**config.mk**
```make
export PLATFORM = sky130hd
export DESIGN_NAME = xpnd_cmd_front
export DESIGN_NICKNAME = d
export VERILOG_FILES = /design/src/rtl/xpnd_pkg.sv /design/src/rtl/xpnd_addr_match.sv /design/src/rtl/xpnd_cmd_reg.sv /design/src/rtl/xpnd_cmd_front.sv
export SDC_FILE = /design/constraint.sdc
export NUM_CORES = 1
export LEC_CHECK = 0
export ABC_AREA = 1
export BUFFER_PORTS_ARGS = -buffer_cell sky130_fd_sc_hd__buf_4
export CORE_ASPECT_RATIO = 0.6
export CORE_MARGIN = 8
export CORE_UTILIZATION = 48
export CTS_BUF_LIST = sky130_fd_sc_hd__clkbuf_2
export DETAILED_ROUTE_END_ITERATION = 10
export PLACE_DENSITY_LB_ADDON = 0.25
export SYNTH_ARGS = -nofsm -noshare
export SYNTH_HDL_FRONTEND = slang
export SYNTH_HIERARCHICAL = 1
export SYNTH_SLANG_ARGS = --single-unit
```
**constraint.sdc**
```tcl
create_clock -name clk -period 1.6 [get_ports clk]
set_clock_uncertainty 0.15 [all_clocks]
set_input_delay 0.08 -clock clk [delete_from_list [all_inputs] [get_ports clk]]
set_output_delay 0.08 -clock clk [all_outputs]
set_load 0.01 [all_outputs]
```
**src/rtl/xpnd_pkg.sv**
```systemverilog
package xpnd_pkg;

    localparam int ADDR_W      = 7;
    localparam int CMD_W       = 8;
    localparam int PTR_W       = 6;
    localparam int N_BANKS     = 5;
    localparam int N_GROUPS    = 5;
    localparam int BANK_STRIDE = 8;
    localparam int BSEL_W      = $clog2(BANK_STRIDE);
    localparam int N_SINGLE    = 3;
    localparam int SINGLE_BASE = N_GROUPS * BANK_STRIDE;
    localparam int MATCH_W     = 3;

    localparam logic [ADDR_W-1:0] ALERT_ADDR_DEF   = 7'b0001100;
    localparam logic [ADDR_W-1:0] ALLCALL_ADDR_DEF = 7'b1101110;
    localparam logic [ADDR_W-1:0] DEVID_ADDR_DEF   = 7'b1111100;

    typedef enum logic [MATCH_W-1:0] {
        M_NONE    = 3'd0,
        M_OWN     = 3'd1,
        M_ALERT   = 3'd2,
        M_ALLCALL = 3'd3,
        M_DEVID   = 3'd4
    } match_e;

    typedef enum logic [2:0] {
        S_IDLE,
        S_ADDR,
        S_CMD,
        S_WDATA,
        S_RDATA,
        S_SPEC
    } seq_e;

    // A code is legal when it falls inside a bank group or on a single register.
    function automatic logic code_legal(input logic [CMD_W-2:0] code);
        int   c;
        logic ok;
        c  = int'(code);
        ok = 1'b0;
        for (int g = 0; g < N_GROUPS; g++) begin
            if (c >= g * BANK_STRIDE && c < g * BANK_STRIDE + N_BANKS)
                ok = 1'b1;
        end
        if (c >= SINGLE_BASE && c < SINGLE_BASE + N_SINGLE)
            ok = 1'b1;
        return ok;
    endfunction

    // Next pointer under auto-increment: wrap inside a group, hold on singles.
    function automatic logic [PTR_W-1:0] ptr_next(input logic [PTR_W-1:0] p);
        if (int'(p) >= SINGLE_BASE)
            return p;
        if (int'(p[BSEL_W-1:0]) == N_BANKS - 1)
            return {p[PTR_W-1:BSEL_W], {BSEL_W{1'b0}}};
        return p + PTR_W'(1);
    endfunction

    function automatic logic ptr_read_only(input logic [PTR_W-1:0] p);
        return int'(p) < N_BANKS;
    endfunction

endpackage

```
**src/rtl/xpnd_addr_match.sv**
```systemverilog
module xpnd_addr_match
    import xpnd_pkg::*;
#(
    parameter logic [ADDR_W-1:0] ALERT_ADDR   = ALERT_ADDR_DEF,
    parameter logic [ADDR_W-1:0] ALLCALL_ADDR = ALLCALL_ADDR_DEF,
    parameter logic [ADDR_W-1:0] DEVID_ADDR   = DEVID_ADDR_DEF
) (
    input  logic [ADDR_W-1:0] addr_i,
    input  logic              rw_i,
    input  logic [ADDR_W-1:0] own_addr_i,
    output match_e            cls_o
);

    // Broadcast addresses are checked ahead of the device's own address.
    always_comb begin
        if (addr_i == ALERT_ADDR && rw_i)
            cls_o = M_ALERT;
        else if (addr_i == ALLCALL_ADDR && !rw_i)
            cls_o = M_ALLCALL;
        else if (addr_i == DEVID_ADDR)
            cls_o = M_DEVID;
        else if (addr_i == own_addr_i)
            cls_o = M_OWN;
        else
            cls_o = M_NONE;
    end

endmodule

```
**src/rtl/xpnd_cmd_reg.sv**
```systemverilog
module xpnd_cmd_reg
    import xpnd_pkg::*;
(
    input  logic             clk,
    input  logic             rst,
    input  logic             load_i,
    input  logic [CMD_W-1:0] load_val_i,
    input  logic             adv_i,
    output logic [CMD_W-1:0] cmd_o
);

    localparam logic [CMD_W-1:0] CMD_RST = {1'b1, {(CMD_W-1){1'b0}}};
    localparam int               AI_BIT  = CMD_W - 1;

    logic [CMD_W-1:0] cmd_q;

    always_ff @(posedge clk) begin
        if (rst)
            cmd_q <= CMD_RST;
        else if (load_i)
            cmd_q <= load_val_i;
        else if (adv_i && cmd_q[AI_BIT])
            cmd_q[PTR_W-1:0] <= ptr_next(cmd_q[PTR_W-1:0]);
    end

    assign cmd_o = cmd_q;


    cmd_legal_chk: assert property (@(posedge clk) disable iff (rst)
        code_legal(cmd_q[CMD_W-2:0]));


    bank_wrap_chk: assert property (@(posedge clk) disable iff (rst)
        (adv_i && !load_i && cmd_q[AI_BIT] && int'(cmd_q[PTR_W-1:0]) < SINGLE_BASE
         && int'(cmd_q[BSEL_W-1:0]) == N_BANKS - 1)
        |=> (cmd_q[BSEL_W-1:0] == '0));


    no_ai_hold_chk: assert property (@(posedge clk) disable iff (rst)
        (adv_i && !load_i && !cmd_q[AI_BIT]) |=> $stable(cmd_q));

endmodule

```
**src/rtl/xpnd_cmd_front.sv**
```systemverilog
module xpnd_cmd_front
    import xpnd_pkg::*;
#(
    parameter logic [ADDR_W-1:0] ALERT_ADDR   = ALERT_ADDR_DEF,
    parameter logic [ADDR_W-1:0] ALLCALL_ADDR = ALLCALL_ADDR_DEF,
    parameter logic [ADDR_W-1:0] DEVID_ADDR   = DEVID_ADDR_DEF
) (
    input  logic              clk,
    input  logic              rst,
    input  logic              start_i,
    input  logic              stop_i,
    input  logic              addr_valid_i,
    input  logic [ADDR_W-1:0] addr_i,
    input  logic              rw_i,
    input  logic              byte_valid_i,
    input  logic [CMD_W-1:0]  byte_i,
    input  logic [ADDR_W-1:0] own_addr_i,
    output logic              ack_o,
    output logic [PTR_W-1:0]  reg_ptr_o,
    output logic              reg_we_o,
    output logic [MATCH_W-1:0] match_o
);

    seq_e             st_q, st_d;
    match_e           mt_q, mt_d;
    match_e           cls;
    logic             cmd_load, ptr_adv;
    logic [CMD_W-1:0] cmd;

    xpnd_addr_match #(
        .ALERT_ADDR  (ALERT_ADDR),
        .ALLCALL_ADDR(ALLCALL_ADDR),
        .DEVID_ADDR  (DEVID_ADDR)
    ) u_match (
        .addr_i    (addr_i),
        .rw_i      (rw_i),
        .own_addr_i(own_addr_i),
        .cls_o     (cls)
    );

    xpnd_cmd_reg u_cmd (
        .clk       (clk),
        .rst       (rst),
        .load_i    (cmd_load),
        .load_val_i(byte_i),
        .adv_i     (ptr_adv),
        .cmd_o     (cmd)
    );

    assign reg_ptr_o = cmd[PTR_W-1:0];

    always_comb begin
        st_d     = st_q;
        mt_d     = mt_q;
        ack_o    = 1'b0;
        reg_we_o = 1'b0;
        cmd_load = 1'b0;
        ptr_adv  = 1'b0;
        if (stop_i) begin
            st_d = S_IDLE;
            mt_d = M_NONE;
        end else if (start_i) begin
            st_d = S_ADDR;
            mt_d = M_NONE;
        end else if (addr_valid_i) begin
            if (st_q == S_ADDR) begin
                if (cls == M_NONE) begin
                    st_d = S_IDLE;
                end else begin
                    ack_o = 1'b1;
                    mt_d  = cls;
                    case (cls)
                        M_OWN:     st_d = rw_i ? S_RDATA : S_CMD;
                        M_ALLCALL: st_d = S_CMD;
                        default:   st_d = S_SPEC;
                    endcase
                end
            end
        end else if (byte_valid_i) begin
            case (st_q)
                S_CMD: begin
                    if (code_legal(byte_i[CMD_W-2:0])) begin
                        ack_o    = 1'b1;
                        cmd_load = 1'b1;
                        st_d     = S_WDATA;
                    end else begin
                        st_d = S_IDLE;
                    end
                end
                S_WDATA: begin
                    if (ptr_read_only(reg_ptr_o)) begin
                        st_d = S_IDLE;
                    end else begin
                        ack_o    = 1'b1;
                        reg_we_o = 1'b1;
                        ptr_adv  = 1'b1;
                    end
                end
                S_RDATA: ptr_adv = 1'b1;
                S_ADDR:  st_d = S_IDLE;
                default: ;
            endcase
        end
    end

    always_ff @(posedge clk) begin
        if (rst) begin
            st_q <= S_IDLE;
            mt_q <= M_NONE;
        end else begin
            st_q <= st_d;
            mt_q <= mt_d;
        end
    end

    assign match_o = mt_q;


    alert_write_nack_chk: assert property (@(posedge clk) disable iff (rst)
        (addr_valid_i && !start_i && !stop_i && !rw_i && addr_i == ALERT_ADDR
         && own_addr_i != ALERT_ADDR) |-> !ack_o);


    addr_slot_chk: assert property (@(posedge clk) disable iff (rst)
        (addr_valid_i && !start_i && !stop_i && st_q != S_ADDR) |-> !ack_o);


    bad_cmd_hold_chk: assert property (@(posedge clk) disable iff (rst)
        (byte_valid_i && !addr_valid_i && !start_i && !stop_i && st_q == S_CMD && !ack_o)
        |=> $stable(reg_ptr_o));


    we_target_chk: assert property (@(posedge clk) disable iff (rst)
        reg_we_o |-> (ack_o && byte_valid_i && int'(reg_ptr_o) >= N_BANKS));


    stop_clear_chk: assert property (@(posedge clk) disable iff (rst)
        stop_i |=> (match_o == 3'd0));

endmodule

```
# --- After elaboration in Yosys (flattened, before gate mapping) ---
# Cells that the tools add are included.
totals:
  ff_bits: 14
  latchBits: 0
  ram_bits: 0
  mem_bits_ro: 0
  in_bits: 29
  out_inout_bits: 11
  word_cells: 122
  n_memories: 0
classes:
  add_sub_neg: 1
  multipliers: 0
  n_div: 0
  magnitude_cmp: 13
  eq_ne: 16
  n_shift: 0
  muxes: 64
  bitwise_logic: 1
  reduce_logical: 21
op_table:
  columns: ["op", "n"]
  rows:
  - ["two-way mux 1 bit", 44]
  - ["two-way mux 6 bit", 6]
  - ["two-way mux 3 bit", 9]
  - ["equality test 7 bit (second input constant)", 2]
  - ["greater-or-equal comparator 7 x 5 -> 1 bit (second input constant)", 2]
  - ["greater-or-equal comparator 7 x 6 -> 1 bit (second input constant)", 2]
  - ["< comparator 7 x 5 -> 1 bit (second input constant)", 2]
  - ["< comparator 7 x 6 -> 1 bit (second input constant)", 2]
  - ["equality test 3 x 2 -> 1 bit (second input constant)", 3]
  - ["case mux 3 bit (3 select lines)", 1]
  - ["logical AND 1 bit", 8]
  - ["AND reduction 4 bit", 2]
  - ["equality test 7 x 4 -> 1 bit (second input constant)", 1]
  - ["equality test 7 bit", 1]
  - ["greater-or-equal comparator 7 x 4 -> 1 bit (second input constant)", 1]
  - ["< comparator 7 x 3 -> 1 bit (second input constant)", 1]
  - ["< comparator 7 x 4 -> 1 bit (second input constant)", 1]
  - ["adder 6 x 1 -> 6 bit (second input constant)", 1]
  - ["equality test 3 x 1 -> 1 bit (second input constant)", 2]
  - ["equality test 3 bit (second input constant)", 2]
  - ["greater-or-equal comparator 6 bit (second input constant)", 1]
  - ["< comparator 6 x 3 -> 1 bit (second input constant)", 1]
  - ["case mux 3 bit (2 select lines)", 1]
  - ["nonzero test 3 bit", 2]
  - ["16 further kinds", 18]

# --- Longest topological paths before layout ---
depth:
  word_depth: 28
  mapped_depth: 16
  ltp_nobuf: 14

# --- Modules after synthesis ---
# Netlist, hierarchy kept.
by_module_without_submodules:
  columns: ["mod", "n_inst", "cells_per_inst", "area_each_um2", "seq_area_each_um2"]
  rows:
  - ["xpnd_cmd_reg", 1, 88, 583.1, 160.2]
  - ["xpnd_cmd_front", 1, 89, 490.5, 120.1]
  - ["xpnd_addr_match", 1, 39, 188.9, 0.0]

# --- Worst setup path before layout ---
# Ideal clock, no wire load.
synth_timing:
  path_kind: "reg-to-reg"
  start: "register st_q[2]"
  end: "register u_cmd.cmd_q[5], in the netlist u_cmd/cmd_o[5]"
  setup_time_ns: 0.109
  arrival_time_ns: 1.426
  setup_slack_ns: -0.085
  path_stages_with_launch: 15
  n_path_buf: 2
  period_less_slack_ns: 1.685
  cell_sequence: "dfxtp_1 -> inv_1 -> nand2_1 -> nor2_1 -> nand3_1 -> nor2_1 -> buf_6 -> inv_4 -> buf_12 -> nand3_4 -> nand3_4 -> nor2_1 -> nand2_1 -> nand2_1 -> inv_1"
synth_rtl:
  columns: ["item", "line_no", "source"]
  rows:
  - ["start, declared", "xpnd_cmd_front.sv:24", "seq_e st_q, st_d;"]
  - ["start signal, assigned", "xpnd_cmd_front.sv:111", "st_q <= st_d;"]
  - ["equality test 3 x 2 -> 1 bit (*)", "xpnd_cmd_front.sv:80", "case (st_q)"]
  - ["two-way mux 1 bit (*)", "xpnd_cmd_front.sv:80", null]
  - ["two-way mux 1 bit (*)", "xpnd_cmd_front.sv:79", "end else if (byte_valid_i) begin"]
  - ["two-way mux 1 bit (*)", "xpnd_cmd_front.sv:65", "end else if (addr_valid_i) begin"]
  - ["two-way mux 1 bit (*)", "xpnd_cmd_front.sv:62", "end else if (start_i) begin"]
  - ["two-way mux 1 bit (*)", "xpnd_cmd_front.sv:59", "if (stop_i) begin"]
  - ["net cmd_load", "xpnd_cmd_front.sv:27", "logic cmd_load, ptr_adv;"]
  - ["inequality test 4 x 3 -> 1 bit (no source line) / nonzero test 2 bit (equally long branches)", null, null]
  - ["AND reduction 2 bit (no source line)", null, null]
  - ["end signal, assigned", "xpnd_cmd_reg.sv:21", "cmd_q <= load_val_i;"]
  - ["end signal, assigned by index", "xpnd_cmd_reg.sv:23", "cmd_q[PTR_W-1:0] <= ptr_next(cmd_q[PTR_W-1:0]);"]
  - ["end, declared", "xpnd_cmd_reg.sv:15", "logic [CMD_W-1:0] cmd_q;"]
# Mark *: on every way through the listed nets, which the timed path passes. The rest lies on a longest branch.
# A chain may end at the register's enable or synchronous reset.

# --- Final worst setup path ---
layout_timing:
  start: "register st_q[2]"
  end: "output ack_o"
layout_between:
  elab_chain_len: 6
layout_rtl:
  columns: ["item", "line_no", "source"]
  rows:
  - ["equality test 3 x 2 -> 1 bit", "xpnd_cmd_front.sv:80", null]
  - ["case mux 1 bit (2 select lines)", "xpnd_cmd_front.sv:80", null]
  - ["two-way mux 1 bit", "xpnd_cmd_front.sv:79", null]
  - ["two-way mux 1 bit (*)", "xpnd_cmd_front.sv:65", null]
  - ["two-way mux 1 bit (*)", "xpnd_cmd_front.sv:62", null]
  - ["two-way mux 1 bit (*)", "xpnd_cmd_front.sv:59", null]
  - ["end, declared", "xpnd_cmd_front.sv:18", "output logic ack_o,"]
# Mark *: on every way between the ends. The rest lies on a longest branch, timed or not.

==> results.txt <==
Min-delay worst type - in -> reg
Max Root-Sink Buffers - 2
Root Buffer - clkbuf_2
Peak VDD IR - 305 uV
Final setup margin - -0.113 ns
Mapped Cells - 212
Mean Syn Cell Area - 5.80 um^2
Endpoints failing setup - 7
Sw Ratio - 29.3%
1st-iter DRT viols - 149
Most frequent cells in the layout - 64 x nand2_1, 61 x buf_4, 27 x inv_1, 24 x nor2_1, 13 x nand3_1
TritonCTS clock tree - yes
Crit-path max cell delay - 0.36 ns
P&R area growth vs syn - 54.7%
Worst-Skew Late Latency - 0.29 ns
Clk sinks - 13
Die ar. - 0.00449 mm^2
Failing checks - negative setup slack
Global-route wire length before repair - 6.66 mm
Clock slew at reported path FFs - 0.13 ns
MaxCap Viol Count - 0
Cell mode on critical path - nand3_2
CP Class - reg -> out
Initial antenna violation count - 0
Sequential power share - 48.2%
H-tree lvl count - 1
Total number of vias - 1,578
Crit path DAT - 1.48 ns
Setup slack, reg-to-reg - -0.07 ns
Clock power share - 26.9%
Power Total - 678 uW
Worst Path Required - 1.37 ns
P_leak - 0.000960 uW
Combinational power share - 24.9%
Status - complete, but fails checks
CP max FO - 3
ANT nets after route - 0
Internal power - 479 uW
Final #Nets - 315
Row count - 14
Hold slack - 0.00195 ns
Crit-path cells - inv_4 > nand2_4 > nor2_4 > nand3_2 > buf_6 > nand2_2 > nand3_2 > a21oi_2 > buf_4
Final Hold Fails - 0
Routed wire length - 4.23 mm
F_max - 584 MHz
IO Count - 40
Ys Warns - 6
DIE HEIGHT - 55.2 um
Syn nets - 243
DR vias/cell - 5.01
Fillers - 198
Worst-margin pin slew - 0.334 ns
CP top delay family - simple AND/OR/NAND/NOR gates
Sequential cell area - 272 um^2
Port Buffers - 39
CTS Buf Count - 3
Largest net degree at the start of global routing - 9
Min Tclk post-route - 1.71 ns
Fin. max-slew vios - 0
GP Congestion - 0.935
DR WL/cell - 13.4 um
Core area - 0.00247 mm^2
Grt total ovfl - 0
Slew headroom - 77.6%
Dpl hpwl - 3.04 mm
TNS Setup - -0.359 ns
Starting Density - 49.8%
Syn Std Cell Area - 0.00123 mm^2
Gr usage total - 18.3%
Commonest non-fill, non-tap cell in the layout - nand2_1
Vias in the first global route - 1,458
Fraction of the cycle the final worst path needs - 107%
RSZ-0062 raised after global routing - true
Startpoint types - flop
Die Width - 81.4 um
Drt drc - 0
CP endpoint kind - output port
Power density cells - 356 mW/mm^2
Area of the multi-input gates - 890 um^2
# diodes - 0
Slowest CP cell - dfxtp_2
Layout cells sized above 1 - 38.9%
Number of detailed-route iterations in the first pass - 5
Switching pwr - 199 uW
Buffer and inverter count on the worst path - 3
-- power by group through the flow --
stage               Sequential, uW  Clock [uW]  Combinational (uW)
floorplan                      333           0                63.2
global placement               333           0                 148
detailed placement             334           0                 150
CTS                            327         180                 162
global route                   327         202                 187
finish                         327         182                 169
-- final timing paths --
kind	start	to	depth (start not counted)
setup / recovery	st_q[2]$_SDFFE_PP0P_	ack_o	9
hold / removal	byte_i[1]	u_cmd/cmd_o[1]$_SDFFE_PP0P_	5
setup reg to reg	st_q[2]$_SDFFE_PP0P_	u_cmd/cmd_o[0]$_SDFFE_PP0P_	9
hold reg to reg	u_cmd/cmd_o[7]$_SDFFE_PP1P_	u_cmd/cmd_o[7]$_SDFFE_PP1P_	2
-- registers in the layout, indices dropped and copies added (netlist names) --
signal / flops
st_q: 3
u_cmd/cmd_o: 7
match_o: 3
-- metal layers --
| metal | track usage (%) | vias to the layer above | part of all wire [%] | wire length [um] |
|---|---|---|---|---|
| met5 | 0 | - | 0 | 0 |
| met4 | 4.30 | 0 | 0.90 | 38 |
| met3 | 5.48 | 5 | 9.6 | 407 |
| met2 | 24.7 | 78 | 41 | 1740 |
| met1 | 26.8 | 690 | 48 | 2040 |
| li1 | - | 805 | - | - |
-- stage by stage --
stage / utilization (%) / std cells / setup WS (ns) / instance area, um^2
2_1_floorplan: - / 212 / -0.0454 / 1230
3_3_place_gp: 67.9 / 300 / -0.123 / 1680
3_5_place_dp: 67.9 / 300 / -0.123 / 1680
4_1_cts: 74.2 / 314 / -0.124 / 1830
5_1_grt: 77.1 / 315 / -0.199 / 1900
6_report: 77.1 / 315 / -0.113 / 1900
-- worst min-delay path: cells and delay by family --
kind	cells	cell delay, ns
buf+inv	1	0.12
compound gates	1	0.05
simple gates	3	0.16
-- what timing repair did --
| action | in CTS | in global routing |
|---|---|---|
| buffers inserted | 5 | 1 |
| endpoints found under the hold margin | 8 | 0 |
| hold buffers | 5 | 0 |
| endpoints found under the setup margin | 8 | 12 |
| gates resized for setup | 14 | 23 |
| pin swaps | 6 | 10 |
-- final cells by class --
type | instances | area share (%)
multi-input combinational | 163 | 46.7
timing repair buffer | 70 | 29.1
sequential | 13 | 14.3
inverter | 33 | 6.77
tap | 32 | 2.10
clock buffer | 4 | 1.05
No activity file was read; power rests on OpenSTA's default activity.
